### config.mk
export PLATFORM = sky130hd
export DESIGN_NAME = ddr2g_cmd_guard
export DESIGN_NICKNAME = d
export VERILOG_FILES = /design/src/rtl/ddr2g_pkg.sv /design/src/rtl/ddr2g_holdoff.sv /design/src/rtl/ddr2g_mode_decode.sv /design/src/rtl/ddr2g_cmd_guard.sv
export SDC_FILE = /design/constraint.sdc
export NUM_CORES = 1
export LEC_CHECK = 0
export ABC_AREA = 1
export BUFFER_PORTS_ARGS = -buffer_cell sky130_fd_sc_hd__buf_4
export CAP_MARGIN = 20
export CORE_ASPECT_RATIO = 1.75
export CORE_MARGIN = 1.5
export CORE_UTILIZATION = 46
export CTS_CLUSTER_SIZE = 8
export DETAILED_ROUTE_END_ITERATION = 10
export PLACE_DENSITY = 0.8
export SLEW_MARGIN = 15
export SYNTH_ARGS = -nofsm -noshare
export SYNTH_HDL_FRONTEND = slang
export SYNTH_HIERARCHICAL = 1
export SYNTH_SLANG_ARGS = --single-unit
### constraint.sdc
create_clock -name clk -period 2.59 [get_ports clk]
set_input_delay 0.259 -clock clk [delete_from_list [all_inputs] [get_ports clk]]
set_output_delay 0.259 -clock clk [all_outputs]
set_load 0.01 [all_outputs]
### src/rtl/ddr2g_pkg.sv
package ddr2g_pkg;

    typedef enum logic [2:0] {
        CMD_NOP   = 3'd0,
        CMD_ACT   = 3'd1,
        CMD_READ  = 3'd2,
        CMD_WRITE = 3'd3,
        CMD_PRE   = 3'd4,
        CMD_REF   = 3'd5,
        CMD_LMR   = 3'd6,
        CMD_RSV   = 3'd7
    } cmd_e;

    typedef enum logic [2:0] {
        PS_IDLE     = 3'd0,
        PS_ACTIVE   = 3'd1,
        PS_ACT_PD   = 3'd2,
        PS_PRE_PD   = 3'd3,
        PS_SELF_REF = 3'd4
    } pstate_e;

    // register selection on the low bank-address bits
    localparam logic [1:0] SEL_MR  = 2'd0;
    localparam logic [1:0] SEL_EMR = 2'd1;

    // address bit positions decoded by the DRAM
    localparam int MR_DLL_RST   = 8;
    localparam int PRE_ALL      = 10;
    localparam int EMR_DLL_DIS  = 0;
    localparam int EMR_DRV_RED  = 1;
    localparam int EMR_RTT_LO   = 2;
    localparam int EMR_RTT_HI   = 6;
    localparam int EMR_DQSN_DIS = 10;
    localparam int EMR_RDQS_EN  = 11;
    localparam int EMR_QOFF     = 12;

    localparam logic [1:0] RTT_OFF = 2'b00;
    localparam logic [1:0] RTT_50  = 2'b11;

endpackage

### src/rtl/ddr2g_holdoff.sv
module ddr2g_holdoff #(
    parameter int CYCLES = 8
) (
    input  logic clk,
    input  logic rst,
    input  logic load,
    output logic busy
);
    localparam int CW = $clog2(CYCLES + 1);

    logic [CW-1:0] cnt_q;

    always_ff @(posedge clk) begin
        if (rst) begin
            cnt_q <= '0;
        end else if (load) begin
            cnt_q <= CW'(CYCLES);
        end else if (cnt_q != '0) begin
            cnt_q <= cnt_q - 1'b1;
        end
    end

    assign busy = (cnt_q != '0);
endmodule

### src/rtl/ddr2g_mode_decode.sv
module ddr2g_mode_decode
    import ddr2g_pkg::*;
#(
    parameter int ADDR_W   = 13,
    parameter int BA_W     = 3,
    parameter bit RTT50_OK = 1'b0
) (
    input  logic              clk,
    input  logic              rst,
    input  logic              wr_en,
    input  logic [BA_W-1:0]   ba,
    input  logic [ADDR_W-1:0] addr,
    output logic              dll_on,
    output logic              drive_reduced,
    output logic              dqsn_off,
    output logic              rdqs_on,
    output logic              outputs_off,
    output logic [1:0]        rtt_sel,
    output logic              rtt_err,
    output logic              dll_reset_req,
    output logic              odt_arm
);
    logic       is_mr, is_emr;
    logic [1:0] rtt_in, rtt_eff;
    logic       rtt_bad;

    always_comb begin
        is_mr   = wr_en && (ba[1:0] == SEL_MR);
        is_emr  = wr_en && (ba[1:0] == SEL_EMR);
        rtt_in  = {addr[EMR_RTT_HI], addr[EMR_RTT_LO]};
        rtt_bad = !RTT50_OK && (rtt_in == RTT_50);
        rtt_eff = rtt_bad ? RTT_OFF : rtt_in;
        dll_reset_req = is_mr && addr[MR_DLL_RST] && dll_on;
        odt_arm       = is_emr && (rtt_eff != RTT_OFF);
    end

    always_ff @(posedge clk) begin
        if (rst) begin
            dll_on        <= 1'b1;
            drive_reduced <= 1'b0;
            dqsn_off      <= 1'b0;
            rdqs_on       <= 1'b0;
            outputs_off   <= 1'b0;
            rtt_sel       <= RTT_OFF;
            rtt_err       <= 1'b0;
        end else begin
            rtt_err <= is_emr && rtt_bad;
            if (is_emr) begin
                dll_on        <= !addr[EMR_DLL_DIS];
                drive_reduced <= addr[EMR_DRV_RED];
                dqsn_off      <= addr[EMR_DQSN_DIS];
                rdqs_on       <= addr[EMR_RDQS_EN];
                outputs_off   <= addr[EMR_QOFF];
                rtt_sel       <= rtt_eff;
            end
        end
    end
endmodule

### src/rtl/ddr2g_cmd_guard.sv
module ddr2g_cmd_guard
    import ddr2g_pkg::*;
#(
    parameter int ADDR_W      = 13,
    parameter int BA_W        = 3,
    parameter int LOCK_CYCLES = 200,
    parameter int ODT_HOLD    = 8,
    parameter bit RTT50_OK    = 1'b0
) (
    input  logic              clk,
    input  logic              rst,
    input  logic              req_valid,
    input  logic [2:0]        req_cmd,
    input  logic [BA_W-1:0]   req_ba,
    input  logic [ADDR_W-1:0] req_addr,
    input  logic              req_cke,
    output logic              req_ready,
    output logic              out_valid,
    output logic [2:0]        out_cmd,
    output logic [BA_W-1:0]   out_ba,
    output logic [ADDR_W-1:0] out_addr,
    output logic              out_cke,
    input  logic              odt_req,
    output logic              odt_pin,
    output logic              dll_on,
    output logic              drive_reduced,
    output logic              dqsn_off,
    output logic              rdqs_on,
    output logic              outputs_off,
    output logic [1:0]        rtt_sel,
    output logic              rtt_err
);
    localparam int NBANK = 1 << BA_W;

    cmd_e              cmd;
    pstate_e           state_q, state_nxt;
    logic [NBANK-1:0]  open_q, open_nxt;
    logic              cke_q;
    logic              odt_low_q;
    logic              fire, cke_fall, cke_rise, sre_req, sr_exit;
    logic              lock_busy, hold_busy;
    logic              dll_reset_req, odt_arm;
    logic              odt_state_ok;

    assign cmd      = cmd_e'(req_cmd);
    assign fire     = req_valid && req_ready;
    assign cke_fall = cke_q && !req_cke;
    assign cke_rise = !cke_q && req_cke;
    assign sr_exit  = fire && (state_q == PS_SELF_REF) && cke_rise;

    ddr2g_mode_decode #(
        .ADDR_W   (ADDR_W),
        .BA_W     (BA_W),
        .RTT50_OK (RTT50_OK)
    ) u_mode (
        .clk           (clk),
        .rst           (rst),
        .wr_en         (fire && (cmd == CMD_LMR)),
        .ba            (req_ba),
        .addr          (req_addr),
        .dll_on        (dll_on),
        .drive_reduced (drive_reduced),
        .dqsn_off      (dqsn_off),
        .rdqs_on       (rdqs_on),
        .outputs_off   (outputs_off),
        .rtt_sel       (rtt_sel),
        .rtt_err       (rtt_err),
        .dll_reset_req (dll_reset_req),
        .odt_arm       (odt_arm)
    );

    ddr2g_holdoff #(.CYCLES(LOCK_CYCLES)) u_lock (
        .clk  (clk),
        .rst  (rst),
        .load (dll_reset_req || sr_exit),
        .busy (lock_busy)
    );

    ddr2g_holdoff #(.CYCLES(ODT_HOLD)) u_odt_hold (
        .clk  (clk),
        .rst  (rst),
        .load (odt_arm),
        .busy (hold_busy)
    );

    // state register
    always_ff @(posedge clk) begin
        if (rst) begin
            state_q   <= PS_IDLE;
            open_q    <= '0;
            cke_q     <= 1'b1;
            odt_low_q <= 1'b1;
        end else begin
            state_q   <= state_nxt;
            open_q    <= open_nxt;
            odt_low_q <= !odt_pin;
            if (fire) begin
                cke_q <= req_cke;
            end
        end
    end

    // next state
    always_comb begin
        state_nxt = state_q;
        open_nxt  = open_q;
        if (fire) begin
            if (cmd == CMD_ACT) begin
                open_nxt[req_ba] = 1'b1;
            end else if (cmd == CMD_PRE) begin
                if (req_addr[PRE_ALL]) begin
                    open_nxt = '0;
                end else begin
                    open_nxt[req_ba] = 1'b0;
                end
            end
            unique case (state_q)
                PS_IDLE: begin
                    if (cke_fall) begin
                        state_nxt = (cmd == CMD_REF) ? PS_SELF_REF : PS_PRE_PD;
                    end else if (cmd == CMD_ACT) begin
                        state_nxt = PS_ACTIVE;
                    end
                end
                PS_ACTIVE: begin
                    if (cke_fall) begin
                        state_nxt = PS_ACT_PD;
                    end else if (open_nxt == '0) begin
                        state_nxt = PS_IDLE;
                    end
                end
                PS_ACT_PD: begin
                    if (cke_rise) state_nxt = PS_ACTIVE;
                end
                PS_PRE_PD: begin
                    if (cke_rise) state_nxt = PS_IDLE;
                end
                PS_SELF_REF: begin
                    if (cke_rise) state_nxt = PS_IDLE;
                end
                default: state_nxt = PS_IDLE;
            endcase
        end
    end

    // outputs
    always_comb begin
        sre_req = (cmd == CMD_REF) && cke_fall && (state_q == PS_IDLE);
        req_ready = !(((cmd == CMD_READ) && lock_busy) ||
                      (sre_req && !odt_low_q));

        out_valid = fire;
        out_cmd   = fire ? req_cmd : CMD_NOP;
        out_ba    = req_ba;
        out_addr  = req_addr;
        out_cke   = fire ? req_cke : cke_q;

        unique case (state_q)
            PS_ACTIVE, PS_ACT_PD, PS_PRE_PD: odt_state_ok = 1'b1;
            default:                         odt_state_ok = 1'b0;
        endcase
        odt_pin = odt_req && odt_state_ok && (rtt_sel != RTT_OFF) && !hold_busy;
    end
endmodule

Word-level counts from Yosys, hierarchy flattened
Index checks and enable logic that the tools add are counted.
- bits in read-only memories: 0
- RAM bits: 0
- memories kept: 0
- bits of input ports: 24
- register bits after elaboration: 33
- bits in latches: 0
- output and inout bits: 31
- divide/modulo/power cells: 0
- add/sub/neg operators: 2
- muxes and demuxes: 22
- reduce and logical (&&, ||, !) cells: 43
- equal/unequal tests: 15
- bitwise logic cells: 3
- multiply operators: 0
- order comparisons: 2
- shift operators: 0
- operators with widths (kind ; number):
    $mux W8 ; 6
    $mux W3 ; 8
    $logic_and A1 B1 Y1 ; 20
    $eq A3 B3 Y1 const B ; 4
    $pmux W3 S4 ; 1
    $eq A3 B2 Y1 const B ; 3
    $and A8 B8 Y8 ; 1
    $logic_not A8 Y1 ; 1
    $mux W4 ; 2
    $not A8 Y8 ; 1
    $or A8 B8 Y8 ; 1
    $reduce_bool A2 Y1 ; 4
    $reduce_bool A8 Y1 ; 1
    $sub A8 B1 Y8 const B ; 1
    $logic_not A1 Y1 ; 7
    $eq A3 B1 Y1 const B ; 2
    $ne A3 B3 Y1 const B ; 2
    $reduce_or A2 Y1 ; 3
    $reduce_and A5 Y1 ; 1
    $lt A3 B4 Y1 const B ; 1
    $reduce_bool A4 Y1 ; 1
    $sub A4 B1 Y4 const B ; 1
    $demux W1 S3 ; 1
    $ge A3 B1 Y1 const B ; 1
    other kinds (10) ; 13

Longest topological paths before layout
Gate-level depths: netlist of run 1.
- depth after elaboration: 14
- depth in mapped cells: 18
- gate-level depth less buffers: 17

By module
The synthesis of run 1 kept the hierarchy.
- by module, submodules not included (module ; instances ; cells each ; seq. area each (µm²) ; area an instance (µm²)):
    ddr2g_cmd_guard ; 1 ; 184 ; 260.2 ; 1122.3
    ddr2g_holdoff (u_lock) ; 1 ; 63 ; 160.2 ; 465.4
    ddr2g_mode_decode ; 1 ; 57 ; 160.2 ; 394.1
    ddr2g_holdoff (u_odt_hold) ; 1 ; 33 ; 80.1 ; 226.5

Worst setup path after synthesis of run 1
OpenSTA, ideal clock, no wires.
- path kind: reg-to-reg
- from: reg u_lock.cnt_q[0]
- to: reg u_odt_hold.cnt_q[0]
- arrival: 2.216 ns
- stages on the path, launching flop included: 16
- clock period less this slack: 2.336 ns
- path slack: 0.254 ns
- path through: dfxtp_1 -> inv_1 -> ha_1 -> nand4_4 -> nand4_1 -> nand2_1 -> inv_2 -> nand2_4 -> buf_8 -> nor4_1 -> nand3_2 -> buf_6 -> nor2_1 -> nor2_1 -> o21ai_0 -> a21oi_1
- word-level cells in the longest chain between the ends: 9
- ends and longest elaborated chain (what ; line ; RTL):
    from (decl) ; ddr2g_holdoff.sv:11 ; logic [CW-1:0] cnt_q;
    from (signal assigned) ; ddr2g_holdoff.sv:17 ; cnt_q <= CW'(CYCLES);
    from (signal assigned) ; ddr2g_holdoff.sv:19 ; cnt_q <= cnt_q - 1'b1;
    $reduce_bool A8 Y1 ; ddr2g_holdoff.sv:23 ; assign busy = (cnt_q != '0);
    named net lock_busy ; ddr2g_cmd_guard.sv:41 ; logic lock_busy, hold_busy;
    $logic_and A1 B1 Y1 ; ddr2g_cmd_guard.sv:149 ; req_ready = !(((cmd == CMD_READ) && lock_busy) ||
    $logic_or A1 B1 Y1 ; ddr2g_cmd_guard.sv:149 ;
    $logic_not A1 Y1 ; ddr2g_cmd_guard.sv:149 ;
    named net req_ready ; ddr2g_cmd_guard.sv:17 ; output logic req_ready,
    $logic_and A1 B1 Y1 ; ddr2g_cmd_guard.sv:46 ; assign fire = req_valid && req_ready;
    $logic_and A1 B1 Y1 ; ddr2g_cmd_guard.sv:58 ; .wr_en (fire && (cmd == CMD_LMR)),
    $logic_and A1 B1 Y1 ; ddr2g_mode_decode.sv:29 ; is_emr = wr_en && (ba[1:0] == SEL_EMR);
    $logic_and A1 B1 Y1 ; ddr2g_mode_decode.sv:34 ; odt_arm = is_emr && (rtt_eff != RTT_OFF);
    named net odt_arm ; ddr2g_cmd_guard.sv:42 ; logic dll_reset_req, odt_arm;
    $reduce_or A2 Y1 (no source line) ; - ;
    to (signal assigned) ; ddr2g_holdoff.sv:17 ;
    to (signal assigned) ; ddr2g_holdoff.sv:19 ;
    to (decl) ; ddr2g_holdoff.sv:11 ;
The timed path passes the listed nets, and every way through them passes these cells.
A chain may end at the register's enable or synchronous reset.

Worst setup path after layout of run 1
- from: reg u_lock.cnt_q[0]
- to: out out_cke
- word-level cells in the longest chain between the ends: 6
- ends and longest elaborated chain (what ; line ; RTL):
    $reduce_bool A8 Y1 ; ddr2g_holdoff.sv:23 ;
    named net lock_busy ; ddr2g_cmd_guard.sv:41 ;
    $logic_and A1 B1 Y1 ; ddr2g_cmd_guard.sv:149 ;
    $logic_or A1 B1 Y1 ; ddr2g_cmd_guard.sv:149 ;
    $logic_not A1 Y1 ; ddr2g_cmd_guard.sv:149 ;
    $logic_and A1 B1 Y1 ; ddr2g_cmd_guard.sv:46 ;
    $mux W1 ; - ;
    to (decl) ; ddr2g_cmd_guard.sv:22 ; output logic out_cke,
The timed path passes the listed nets, and every way through them passes these cells.

==> results_dict.tcl, run 1 <==
set metrics [dict create \
    fin_setup_tns_ns 0 \
    clk_pin_slew_ns 0.07 \
    p_total_mw 2.208 \
    rows 33 \
    max-slew-margin-rel_pct 70.19 \
    post_cts_buffers 0 \
    synthAdderAreaFrac_pct 3.966 \
    finalSetupViolations 0 \
    synth.distinct_cells 32 \
    critPathKind "flop to output pin" \
    ir_drop_mv 0.7057 \
    pre_cts_ws_ns 0.2733 \
    fin_crit_ns 2.270 \
    top_layer "met4" \
    wl_met1_um 1871 \
    hold_viol_final 0 \
    synth.cell_area_um2 2208 \
    io_buffer_count 44 \
    initial_core_util_pct 47.33 \
    cts_made_buffers 5 \
    fin_ws_ns 0.3197 \
    area_growth_pct 16.66 \
    skew_ns 0.003481 \
    grt_antenna_before_repair 0 \
    drive_gt1_share_pct 23.72 \
    ctsHoldBuffers 0 \
    synth_xor_area_share_pct 0.3966 \
    synth-simple-area-share_pct 38.19 \
    yosysMostFrequentCell "nand2_1" \
    grt_pass1_wl_um 8652 \
    wl_per_cell_um 11.39 \
    cts-root-buf "clkbuf_8" \
    timing.final.crit_share_pct 87.66 \
    crit_path_cell_trace "inv_1 > ha_1 > nand4_4 > nand4_1 > nand2_1 > inv_2 > nand2_4 > inv_2 > nand2_1 > nand2_1 > buf_4" \
    async_reset_ff_share_pct 0 \
    antenna_cells 0 \
    grt-ovfl-total 0 \
    synth-seq-area-share_pct 29.92 \
    syn_nets 368 \
    ys_seq_elements 33 \
    avgSynthCellArea_um2 6.553 \
    wirelength_um 4818 \
    hpwl_um 3804 \
    hp-class "input pin to flop" \
    outcome "completed" \
    slowest_stage "dfxtp_1" \
    synthTopCellsByCount "nand2_1 (87), inv_1 (46), nor2_1 (44)" \
    postCtsResizedCells 0 \
    die_x_um 55.38 \
    cp_top_family "simple AND/OR/NAND/NOR gates" \
    die-area_um2 5242 \
    critPathCaptureType "output pin" \
    arrival_ns 2.01 \
    cts_tree "built" \
    vias_per_cell 4.931 \
    num_vias 2086 \
    fillCellCount 462 \
    synthCells 337 \
    cts_buffer_depth 2 \
    fp.dieH_um 94.66 \
    rsz0062_at_grt "false" \
    track_usage_pct 20.28 \
    synth_top_cell_area_share_pct 29.92 \
    slew_viol_final 0 \
    core_area_um2 4666 \
    drv_cap 0 \
    start_kind "flop" \
    first_pass_iters 4 \
    power_leakage_nw 1.322 \
    crit_start "u_lock/cnt_q[0]" \
    clkSinkCount 33 \
    yosysWarnings 6 \
    met2_length_um 2565 \
    r2r-start "u_lock/cnt_q[0]" \
    drc 0 \
    h-tree-depth 2 \
    cp_num_buf_inv 4 \
    hold_path.startpoint "req_addr[1]" \
    worstPathMaxFanout 15 \
    synthMuxAreaShare_pct 0 \
    synth_top_area_cell "dfxtp_1" \
    powerDensity_nw_per_um2 857.2 \
    synth_area_leaders "dfxtp_1 (30%), nand2_1 (15%), inv_1 (7.8%)" \
    ant_nets 0 \
    dr.first_iter.drc_count 146 \
    dr_wl_met3_um 194 \
    clk_latency_ns 0.28 \
    ios 55 \
    fmax_mhz 440.5 \
    slowest_delay_ns 0.35 \
    tightestPinTransition_ns 0.4431 \
    grt_max_degree 17 \
    synth-edff-count 0 \
    grt_pass1_vias 1999 \
    gp_congestion 0.8529 \
    dominantRegCellSynth "dfxtp_1" \
    synth_top_family_by_area "simple AND/OR/NAND/NOR gates" \
    crit_top_cell "nand2_1" \
    nets 401 \
    worst_ep_required_time_ns 2.33 \
    synth_compound_area_share_pct 10.99 \
]
[flip-flops by register name (all words and copies together) (netlist names), 2 cells and up]
signal	cells
open_q	8
u_odt_hold/cnt_q	4
u_lock/cnt_q	8
u_mode/rtt_sel	2
state_q	3
[power breakdown]
group          switching, mW  internal [mW]  leakage (nW)
combinational          0.592          0.378         0.992
clock                  0.184          0.314        0.0585
sequential             0.117          0.625         0.271
total                  0.892           1.32          1.32
[worst reg2reg max path: stages, from the launching register on]
cell and delay, ns:
dfxtp_1 0.35, inv_1 0.11, ha_1 0.22, nand4_4 0.17
nand4_1 0.13, nand2_1 0.07, inv_2 0.07, nand2_4 0.10
nor4_1 0.26, nand2_1 0.08, nor3_1 0.17, o21bai_1 0.15
nor2_1 0.11, o21ai_1 0.09, a21oi_1 0.06
[layout by cell type (no fill, tap or decap), types with 2 or more instances in the layout]
| master | count |
|---|---|
| nor2_2 | 5 |
| o21ai_0 | 10 |
| buf_4 | 46 |
| nor4_1 | 2 |
| inv_2 | 8 |
| inv_1 | 46 |
| nand3_2 | 2 |
| nand2_1 | 87 |
| nor2_1 | 44 |
| nand2_4 | 2 |
| o211ai_1 | 2 |
| clkbuf_8 | 6 |
| a21oi_2 | 2 |
| nand3_1 | 19 |
| a21oi_1 | 18 |
| nand2_2 | 6 |
| nor3_1 | 2 |
| o21ai_1 | 5 |
| dfxtp_1 | 33 |
| o21bai_1 | 2 |
| ha_1 | 7 |
| nand4_1 | 3 |
| nor2_4 | 5 |
[cell families (layout without fill, tap and decap cells)]
kind of cell | after synthesis | count (layout)
compound gates | 41 | 41
flops | 33 | 33
fa+ha+maj | 7 | 7
buf+inv | 75 | 109
simple gates | 180 | 180
xor+xnor | 1 | 1
[per-stage QoR]
| stage | utilization [%] | instances | instance area [um2] | hold slack, ns |
|---|---|---|---|---|
| after floorplan | - | 337 | 2208 | 0.3214 |
| after global placement | 52.72 | 415 | 2460 | 0.4646 |
| after detailed placement | 52.72 | 415 | 2460 | 0.4717 |
| after CTS | 55.22 | 423 | 2576 | 0.2011 |
| after global routing | 55.22 | 423 | 2576 | 0.2049 |
| final | 55.22 | 423 | 2576 | 0.2022 |
[cell type report]
cell class	instances	area, um2	area share (%)
Clock buffer	7	86.33	3.351
Clock inverter	1	30.03	1.166
Inverter	55	206.4	8.014
Multi-Input combinational cell	229	1182	45.90
Sequential cell	33	660.6	25.64
Tap cell	52	65.06	2.525
Timing Repair Buffer	46	345.3	13.40
[per-layer routing]
layer,vias to the layer above,global-route usage [%]
met2,54,38.99
met1,919,20.47
met5,-,0
li1,1096,-
met3,17,3.425
met4,0,10.57
[worst paths after layout]
path | cells past startpoint | slack (ns) | endpoint
setup / recovery | 11 | 0.32 | out_cke
hold / removal | 3 | 0.20 | u_mode/drive_reduced
hold reg to reg | 2 | 0.48 | open_q[0]
setup reg to reg | 14 | 0.33 | u_lock/cnt_q[0]
Note: power is estimated with default switching activity, not from simulation.
==> inputs of run 2 (changes only) <==
RECOVER_POWER = 25   (was not set)
==> run 2 against run 1 <==
Sequential power barely moved. Flip-flop and latch count did not move. Cell area fell by 1.6%. First-iteration DRC count fell by 29%. Die area did not move. Core utilization fell by 0.88 points. Register-to-register slack barely moved. Clock power barely moved.
==> results_dict.tcl, run 2 (synthesis gave the netlist of run 1 again) <==
set metrics [dict create \
    p_int_mw 1.309 \
    cts_tree "built" \
    die_x_um 55.38 \
    layout_common_cells "nand2_1 (87), inv_1 (46), nor2_1 (44), buf_4 (35), dfxtp_1 (33)" \
    ir_drop_mv 0.7092 \
    powerDensity_nw_per_um2 870.5 \
    clk_latency_ns 0.28 \
    fmax_mhz 440.7 \
    dpl_cell_area_um2 2460 \
    critPathKind "flop to output pin" \
    fin_ws_ns 0.3207 \
    cts_buffer_depth 2 \
    rsz0062_at_grt "false" \
    fin_setup_tns_ns 0 \
    initial_core_util_pct 47.33 \
    p_total_mw 2.207 \
    ios 55 \
    postCtsResizedCells 0 \
    num_vias 2086 \
    fp.dieH_um 94.66 \
    reg_top3 "open_q: 8 flops, u_lock/cnt_q: 8 flops, u_odt_hold/cnt_q: 4 flops" \
    grt_util_met2_pct 38.99 \
    grtUsageMet1_pct 20.47 \
    grt_max_degree 17 \
    skew_ns 0.003191 \
    grt_antenna_before_repair 0 \
    core_area_um2 4666 \
    p_sw_mw 0.8975 \
    hpwl_um 3804 \
    final_common_cell "nand2_1" \
    hold_depth 3 \
    grt_busiest_layer "met2" \
    arrival_ns 2.01 \
    finalSetupViolations 0 \
    worst_ep_required_time_ns 2.33 \
    p_comb_share_pct 43.8 \
    vias_per_cell 4.931 \
    dr.first_iter.drc_count 103 \
    pwr-share-seq_pct 33.7 \
    pre_cts_ws_ns 0.2733 \
    track_usage_pct 20.28 \
    hold_viol_final 0 \
    die-area_um2 5242 \
    swShare_pct 40.67 \
    io_buffer_count 44 \
    h-tree-depth 2 \
    clkSinkCount 33 \
    first_pass_iters 4 \
    cts-root-buf "clkbuf_8" \
    critPathCaptureType "output pin" \
    grt_pass1_vias 1999 \
    area_growth_pct 14.79 \
    nets 401 \
    met3_usage_pct 3.425 \
    wirelength_um 4867 \
    power_leakage_nw 1.282 \
    timing.final.crit_share_pct 87.62 \
    outcome "completed" \
    r2r_cells 14 \
    worstPathMaxFanout 15 \
    fin_crit_ns 2.269 \
    cts_made_buffers 5 \
    slew_viol_final 0 \
    ctsHoldBuffers 0 \
    start_kind "flop" \
    max-slew-margin-rel_pct 55.02 \
    fillCellCount 470 \
    final_area_um2 2535 \
    grt-ovfl-total 0 \
    drive_gt1_share_pct 20.75 \
    tightestPinTransition_ns 0.6747 \
    gp_congestion 0.8529 \
    ant_nets 0 \
    power_frac_clock_pct 22.6 \
    wl_per_cell_um 11.51 \
    grt_pass1_wl_um 8652 \
    clk_pin_slew_ns 0.07 \
    antenna_cells 0 \
    drc 0 \
    post_cts_buffers 0 \
    hp-class "input pin to flop" \
    drv_cap 0 \
    rows 33 \
]
## run 2: path summary, 6_finish.rpt
check                          to       startpoint  slack (ns)
max                       out_cke  u_lock/cnt_q[0]        0.32
max reg2reg       u_lock/cnt_q[0]  u_lock/cnt_q[0]        0.32
min          u_mode/drive_reduced      req_addr[1]        0.20
min reg2reg             open_q[0]        open_q[0]        0.48
## run 2: layout make-up
| cell class | count | area, um2 | area share, % |
|---|---|---|---|
| inverter | 55 | 206.4 | 8.144 |
| timing repair buffer | 46 | 304.0 | 11.99 |
| clock inverter | 1 | 30.03 | 1.185 |
| tap | 52 | 65.06 | 2.567 |
| clock buffer | 7 | 86.33 | 3.406 |
| sequential | 33 | 660.6 | 26.06 |
| multi-input combinational | 229 | 1182 | 46.64 |
## run 2: layer usage
layer | up-vias | wire length, um
met4 | 0 | 187
met3 | 17 | 198
met1 | 921 | 1911
met2 | 52 | 2570
li1 | 1096 | -
met5 | - | 0
## run 2: metrics by stage
stage	std cells	hold slack, ns	utilization (%)
detailed placement	415	0.4717	52.72
global placement	415	0.4646	52.72
CTS	423	0.2011	55.22
global route	423	0.2043	54.33
floorplan	337	0.3214	-
finish	423	0.2004	54.33
## run 2: power groups by stage
stage	Sequential [mW]	Combinational [mW]	Clock, mW
floorplan	0.724	0.794	0
global placement	0.746	0.952	0
detailed placement	0.749	0.965	0
CTS	0.738	0.971	0.509
global route	0.756	1.10	0.532
finish	0.743	0.966	0.498
## run 2: worst max-delay path, cell delays in order (launching register included)
cell and delay [ns]:
dfxtp_1 0.35, inv_1 0.11, ha_1 0.22, nand4_4 0.17, nand4_1 0.13, nand2_1 0.07
inv_2 0.07, nand2_4 0.10, inv_2 0.22, nand2_1 0.11, nand2_1 0.07, buf_4 0.11
